`src/rtl/seqPkg.sv`:
```
package seqPkg;
  localparam int LANE_COUNT = 4;
  localparam int LANE_SEL_W = $clog2(LANE_COUNT);

  // strobes from the control path into the datapath
  typedef struct packed {
    logic wrEn;     // write the addressed word this cycle
    logic wrBit;    // value entered into the selected lane
    logic stepInc;  // advance the step counter
    logic stepClr;  // force the step counter to zero
    logic gate;     // triggers visible
  } seqStrobe_t;
endpackage

```
`src/rtl/seqCtrl.sv`:
```
module seqCtrl
  import seqPkg::*;
#(
  parameter int WR_DELAY = 3
) (
  input  logic       clk,
  input  logic       rstN,
  input  logic       modeWrite,
  input  logic       startBtn,
  input  logic       stopBtn,
  input  logic       tempoClk,
  output seqStrobe_t strobes
);
  localparam int DW = $clog2(WR_DELAY + 1);

  logic          startQ, stopQ, tempoQ, modeQ;
  logic          runFlag;
  logic [DW-1:0] delayCnt;
  logic          pendRelease;
  logic          advPend;

  logic startRise, stopRise, pressEdge, releaseEdge;
  logic modeChange, busy, armEdge, writeNow;

  assign startRise   = startBtn & ~startQ;
  assign stopRise    = stopBtn & ~stopQ;
  assign pressEdge   = (startBtn | stopBtn) & ~(startQ | stopQ);
  assign releaseEdge = ~(startBtn | stopBtn) & (startQ | stopQ);
  assign modeChange  = modeWrite ^ modeQ;
  assign busy        = (delayCnt != '0) | advPend;
  assign armEdge     = modeWrite & ~modeChange & ~busy & (pressEdge | releaseEdge);
  assign writeNow    = (delayCnt == DW'(1));

  always_ff @(posedge clk) begin
    if (!rstN) begin
      startQ      <= 1'b0;
      stopQ       <= 1'b0;
      tempoQ      <= 1'b0;
      modeQ       <= 1'b0;
      runFlag     <= 1'b0;
      delayCnt    <= '0;
      pendRelease <= 1'b0;
      advPend     <= 1'b0;
    end else begin
      startQ <= startBtn;
      stopQ  <= stopBtn;
      tempoQ <= tempoClk;
      modeQ  <= modeWrite;
      if (stopRise)       runFlag <= 1'b0;
      else if (startRise) runFlag <= 1'b1;
      if (modeChange) begin
        delayCnt    <= '0;
        pendRelease <= 1'b0;
        advPend     <= 1'b0;
      end else begin
        if (armEdge) begin
          delayCnt    <= DW'(WR_DELAY);
          pendRelease <= releaseEdge;
        end else if (delayCnt != '0) begin
          delayCnt <= delayCnt - DW'(1);
        end
        advPend <= writeNow & pendRelease;
      end
    end
  end

  always_comb begin
    strobes.wrEn    = writeNow;
    strobes.wrBit   = runFlag;
    strobes.stepInc = modeWrite ? advPend : (runFlag & tempoQ & ~tempoClk);
    strobes.stepClr = modeChange | (~modeWrite & ~runFlag);
    strobes.gate    = ~modeWrite & runFlag & tempoQ;
  end

  // stop dominates a simultaneous start
  assert_stop_wins_R2: assert property (@(posedge clk) disable iff (!rstN)
    (startRise && stopRise) |=> !runFlag);
  // a lone start edge sets the flag
  assert_start_sets_R2: assert property (@(posedge clk) disable iff (!rstN)
    (startRise && !stopRise) |=> runFlag);
  // the advance never shares a cycle with a write
  assert_write_before_step_R7: assert property (@(posedge clk) disable iff (!rstN)
    strobes.wrEn |-> !strobes.stepInc);
  // writes happen only in write mode
  assert_write_mode_only_R6: assert property (@(posedge clk) disable iff (!rstN)
    strobes.wrEn |-> modeWrite);
endmodule

```
`src/rtl/seqDatapath.sv`:
```
module seqDatapath
  import seqPkg::*;
#(
  parameter int RHYTHM_BITS = 3,
  parameter int STEP_BITS   = 4
) (
  input  logic                   clk,
  input  logic                   rstN,
  input  seqStrobe_t             strobes,
  input  logic [RHYTHM_BITS-1:0] rhythmSel,
  input  logic                   varAuto,
  input  logic                   varSel,
  input  logic [LANE_SEL_W-1:0]  trackSel,
  input  logic                   hatHalf,
  input  logic                   extAccent,
  output logic                   trigAccent,
  output logic                   trigBass,
  output logic                   trigSnare,
  output logic                   trigRim,
  output logic                   trigHat,
  output logic                   accentExt
);
  localparam int CNT_W  = STEP_BITS + 1;
  localparam int ADDR_W = RHYTHM_BITS + 1 + STEP_BITS;
  localparam int DEPTH  = 1 << ADDR_W;

  logic [CNT_W-1:0]      stepCnt;
  logic [LANE_COUNT-1:0] storeMem [DEPTH];
  logic                  varBit;
  logic [ADDR_W-1:0]     curAddr;
  logic [LANE_COUNT-1:0] curWord, newWord, laneOut;

  assign varBit  = varAuto ? stepCnt[STEP_BITS] : varSel;
  assign curAddr = {rhythmSel, varBit, stepCnt[STEP_BITS-1:0]};
  assign curWord = storeMem[curAddr];

  // read-modify-write: only the selected lane takes the new bit
  always_comb begin
    newWord           = curWord;
    newWord[trackSel] = strobes.wrBit;
  end

  always_ff @(posedge clk) begin
    if (!rstN) begin
      for (int i = 0; i < DEPTH; i++) storeMem[i] <= '0;
    end else if (strobes.wrEn) begin
      storeMem[curAddr] <= newWord;
    end
  end

  always_ff @(posedge clk) begin
    if (!rstN)                stepCnt <= '0;
    else if (strobes.stepClr) stepCnt <= '0;
    else if (strobes.stepInc) stepCnt <= stepCnt + CNT_W'(1);
  end

  for (genvar g = 0; g < LANE_COUNT; g++) begin : gLane
    assign laneOut[g] = curWord[g] & strobes.gate;
  end

  assign accentExt  = laneOut[0];
  assign trigAccent = laneOut[0] & ~extAccent;
  assign trigBass   = laneOut[1];
  assign trigSnare  = laneOut[2];
  assign trigRim    = laneOut[3];
  assign trigHat    = strobes.gate & (~hatHalf | ~stepCnt[0]);

  // a clear strobe leaves the counter at zero
  assert_step_hold_R3: assert property (@(posedge clk) disable iff (!rstN)
    strobes.stepClr |=> (stepCnt == '0));
  // an advance moves exactly one step with wrap
  assert_step_inc_R4: assert property (@(posedge clk) disable iff (!rstN)
    (strobes.stepInc && !strobes.stepClr) |=> (stepCnt == $past(stepCnt) + CNT_W'(1)));
  // unselected lanes keep their old bits
  assert_lane_keep_R6: assert property (@(posedge clk) disable iff (!rstN)
    strobes.wrEn |=> (((storeMem[$past(curAddr)] ^ $past(curWord))
                      & ~(LANE_COUNT'(1) << $past(trackSel))) == '0));
  // selected lane takes the entered value
  assert_lane_set_R6: assert property (@(posedge clk) disable iff (!rstN)
    strobes.wrEn |=> (storeMem[$past(curAddr)][$past(trackSel)] == $past(strobes.wrBit)));
  // nothing leaves the block outside the gated phase
  assert_quiet_low_R8: assert property (@(posedge clk) disable iff (!rstN)
    !strobes.gate |-> (!trigAccent && !trigBass && !trigSnare && !trigRim && !trigHat && !accentExt));
  // external accent mutes the internal one
  assert_accent_mute_R9: assert property (@(posedge clk) disable iff (!rstN)
    extAccent |-> !trigAccent);
endmodule

```
`src/rtl/drumStepSeq.sv`:
```
module drumStepSeq
  import seqPkg::*;
#(
  parameter int RHYTHM_BITS = 3,
  parameter int STEP_BITS   = 4,
  parameter int WR_DELAY    = 3
) (
  input  logic                   clk,
  input  logic                   rstN,
  input  logic                   modeWrite,
  input  logic                   startBtn,
  input  logic                   stopBtn,
  input  logic                   tempoClk,
  input  logic [RHYTHM_BITS-1:0] rhythmSel,
  input  logic                   varAuto,
  input  logic                   varSel,
  input  logic [LANE_SEL_W-1:0]  trackSel,
  input  logic                   hatHalf,
  input  logic                   extAccent,
  output logic                   trigAccent,
  output logic                   trigBass,
  output logic                   trigSnare,
  output logic                   trigRim,
  output logic                   trigHat,
  output logic                   accentExt
);
  seqStrobe_t strobes;

  seqCtrl #(.WR_DELAY(WR_DELAY)) i_ctrl (
    .clk(clk), .rstN(rstN), .modeWrite(modeWrite),
    .startBtn(startBtn), .stopBtn(stopBtn), .tempoClk(tempoClk),
    .strobes(strobes)
  );

  seqDatapath #(.RHYTHM_BITS(RHYTHM_BITS), .STEP_BITS(STEP_BITS)) i_dp (
    .clk(clk), .rstN(rstN), .strobes(strobes),
    .rhythmSel(rhythmSel), .varAuto(varAuto), .varSel(varSel),
    .trackSel(trackSel), .hatHalf(hatHalf), .extAccent(extAccent),
    .trigAccent(trigAccent), .trigBass(trigBass), .trigSnare(trigSnare),
    .trigRim(trigRim), .trigHat(trigHat), .accentExt(accentExt)
  );
endmodule

```
`config.mk`:
```
export PLATFORM = sky130hd
export DESIGN_NAME = drumStepSeq
export DESIGN_NICKNAME = d
export VERILOG_FILES = /design/src/rtl/seqPkg.sv /design/src/rtl/seqCtrl.sv /design/src/rtl/seqDatapath.sv /design/src/rtl/drumStepSeq.sv
export SDC_FILE = /design/constraint.sdc
export NUM_CORES = 2
export LEC_CHECK = 0
export BUFFER_PORTS_ARGS = -buffer_cell sky130_fd_sc_hd__clkbuf_2
export CORE_ASPECT_RATIO = 1.5
export CORE_MARGIN = 2
export CORE_UTILIZATION = 30
export CTS_CLUSTER_DIAMETER = 80
export CTS_CLUSTER_SIZE = 14
export DETAILED_ROUTE_END_ITERATION = 10
export GPL_TIMING_DRIVEN = 0
export SETUP_SLACK_MARGIN = 0.05
export SLEW_MARGIN = 25
export SYNTH_ARGS = -nofsm -noshare
export SYNTH_HDL_FRONTEND = slang
export SYNTH_SLANG_ARGS = --single-unit
```
`constraint.sdc`:
```
create_clock -name clk -period 2.8 [get_ports clk]
set_clock_uncertainty 0.2 [all_clocks]
set_input_delay 0.14 -clock clk [delete_from_list [all_inputs] [get_ports clk]]
set_output_delay 0.14 -clock clk [all_outputs]
set_load 0.01 [all_outputs]
```
==> summary.txt <==
Status
  – Status: finished with violations
  – Failing checks: design-rule violations, negative setup slack

Global routing
  – Initial antenna violation count: 12
  – Total GRT Usage: 0.216
  – Pin count of the biggest net entering global routing: 16
  – Vias in the first global route: around 32,000
  – Gr ovfl total: 0
  – First-pass GRT wire length: ~240,000 um

Clocking
  – Clock root buffer: clkbuf_16
  – Clock transition at path regs: 0.07 ns
  – Clk buf depth: 3
  – Worst skew pair latency: 0.72 ns
  – # H-tree levels: 3
  – TritonCTS buffer count: 84
  – Clock sinks: 1,038
  – TritonCTS clock tree: done

Yosys
  – Synthesized area: 46,600 sq um
  – Yosys cell types: 39
  – Top FF cell, synth: edfxtp_1
  – Ys async rst share: 0
  – Post-synth EDFFs: about 1,000
  – Post-Syn Nets: 3,576
  – Seq/Total Area, Yosys: 0.666
  – Avg Cell Area, Syn: about 13 sq um
  – Yosys warns: 0
  – Register bit total from synthesis: slightly above 1,000
  – Post-Syn Instances: approximately 3,600

Power
  – Pint: roughly 24 mW
  – P per Cell Area: 565 nW/um^2
  – Sw Ratio: 0.239
  – VDD IR-drop max: 0.000466 V
  – Clock power share: 0.356
  – Switching Power: 7.48 mW
  – Combinational fraction of design power: 0.074
  – Seq pwr share: 0.569
  – Overall Power: 31.3 mW
  – Static leakage: 17.7 nW

Floorplanning
  – Die height: around 500 um
  – Site Rows: ~180
  – Die area: 159,000 sq um
  – Starting density of the core: 0.301
  – Core area: ~150,000 sq um
  – Die X-Extent: roughly 330 um
  – I/O pin count: 21

Timing
  – Setup ws final: -1.18 ns
  – Slew Limit Fails: 0
  – Final setup TNS: -1643.54 ns
  – Fin crit period: between 3 and 4 ns
  – Final Hold Viols: 0
  – Slew @ Worst Pin: 1.09 ns
  – RSZ-0062 raised after global routing: true
  – Hold_ws: 0.0297 ns
  – Max Freq: around 250 MHz
  – Worst rel slew slack: 0.272
  – Final worst path period share: 1.42
  – Setup-failing EPs final: between 2,000 and 2,500

Critical path
  – CP max FO: 10
  – R2R Setup Slk: -1.18 ns
  – RR Startpoint: i_dp.stepCnt[4]
  – FF-to-FF path depth: 8
  – Crit path launch: i_dp.stepCnt[4]
  – CP arrival: approximately 4.2 ns
  – CP startpoint kind: flip-flop
  – Critical path class: flip-flop to flip-flop
  – Reg-to-reg endpoint: i_dp.storeMem[80][3]
  – Req. time, crit path: around 3.0 ns
  – Setup crit end kind: flip-flop

Finish
  – Final instance area: 55,400 sq um
  – Area Overhead vs Synth: 18.9%
  – Nets@finish: ~3,800
  – Fin cells: 5,847
  – Filler Cell Count: between 10,000 and 15,000
  – Commonest non-fill, non-tap cells in the layout: nor2_1, edfxtp_1, nand2_1
  – Commonest non-fill, non-tap cell in the layout: nor2_1
  – Util after Layout: 0.358
  – Layout cell share with drive strength beyond 1: 0.230

Place
  – Placed cell count: about 5,700
  – Dpl hpwl: between 100,000 and 150,000 um
  – Placement-stage cell area: between 50,000 and 60,000 sq um
  – Worst slack at placement: -2.84 ns
  – Port Buf Inserts: 19
  – GPL Wtd Cong: slightly above 1

Routing
  – Routed len/inst: ~30 um
  – Number of remaining DRC errors: 4
  – Initial drt markers: roughly 4,000
  – Vias per inst: ~5.5
  – Drt pass-1 iters: 10
  – Final ANT Viol Nets: 0
  – Vias: 32,124
  – Drt total wl: between 150,000 and 200,000 um

Min path
  – Worst Hold Path EP: i_ctrl.tempoQ
  – Worst Min Path Start: tempoClk
  – Hold path cells: 3
  – Hold WC Path Type: primary input to flip-flop

Flow run
  – Max-cap violations: 0
==> per-layer routing <==
layer | up-vias | routed length, um | GRT usage
li1 | 13225 | - | -
met1 | 16150 | 54100 | 0.216
met2 | 2065 | 86800 | 0.371
met3 | 672 | 16600 | 0.0490
met4 | 12 | 19900 | 0.203
met5 | - | 63 | 0
==> critical path, cell delays in order (launching register included) <==
cell	delay (ns)
dfxtp_1	0.41
mux2_2	0.18
buf_4	0.29
buf_4	0.37
nand2_1	0.38
nor3_2	0.61
clkbuf_1	0.58
nand2_1	0.32
nand2_1	0.30
==> sequential cells by signal (all words and copies together), names as in the netlist <==
| name | cells |
|---|---|
| i_ctrl.stopQ | 1 |
| i_ctrl.tempoQ | 1 |
| i_ctrl.pendRelease | 1 |
| i_dp.storeMem | 1024 |
| i_ctrl.modeQ | 1 |
| i_ctrl.advPend | 1 |
| i_ctrl.runFlag | 1 |
| i_dp.stepCnt | 5 |
| i_ctrl.startQ | 1 |
| i_ctrl.delayCnt | 2 |
==> kinds of logic after synthesis <==
| family | Yosys count | share of synthesized area |
|---|---|---|
| mux | 320 | 0.136 |
| flops | 1038 | 0.666 |
| fa+ha+maj | 8 | 0.00215 |
| buf+inv | 284 | 0.0292 |
| xor+xnor | 5 | 0.000939 |
| simple gates | 1792 | 0.151 |
| compound gates | 106 | 0.0151 |
==> synth_stat cells, drive strengths merged, types with 15 or more instances <==
library cell	number	share of area
buf	188	0.021
a22oi	15	0.0024
mux2i	62	0.013
nor3	77	0.0083
nand2	541	0.044
nand3	42	0.0045
nor2	1075	0.087
edfxtp	1024	0.66
nor4	17	0.0023
mux4	251	0.12
a21oi	27	0.0029
clkbuf	88	0.0071
==> worst max path at each step <==
| stage | end | cells past startpoint |
|---|---|---|
| floorplan | i_dp.storeMem[83][0] | 11 |
| global placement | i_dp.storeMem[51][1] | 8 |
| detailed placement | i_dp.storeMem[34][2] | 12 |
| CTS | trigAccent | 12 |
| global route | accentExt | 11 |
| finish | i_dp.storeMem[80][3] | 8 |
==> what timing repair did <==
item / in CTS / in global routing
buffers inserted: 19 / 45
resized for setup: 348 / 194
hold endpoints to repair: 27 / 0
hold buffers: 7 / 0
gates cloned: 0 / 7
setup endpoints to repair: 2055 / 2053
pin swaps: 24 / 24
==> layout make-up <==
cell class | instances | area, sq um | share of cell area
Buffer | 275 | 2770 | 0.0500
Inverter | 8 | 33.8 | 0.000610
Antenna cell | 7 | 17.5 | 0.000316
Clock inverter | 6 | 67.6 | 0.00122
Multi-Input combinational cell | 2231 | 15200 | 0.275
Tap cell | 2058 | 2570 | 0.0465
Timing Repair Buffer | 121 | 1450 | 0.0262
Clock buffer | 103 | 2220 | 0.0400
Sequential cell | 1038 | 31000 | 0.560
==> power by group through the flow <==
stage | sequential (mW) | combinational [mW] | clock [mW]
after floorplan | 18.1 | 1.09 | 0
after global placement | 18.2 | 1.91 | 0
after detailed placement | 18.2 | 1.95 | 0
after CTS | 17.8 | 2.08 | 11.1
after global routing | 17.9 | 2.35 | 11.6
final | 17.8 | 2.32 | 11.2
Power figures use the tool's default switching activity.
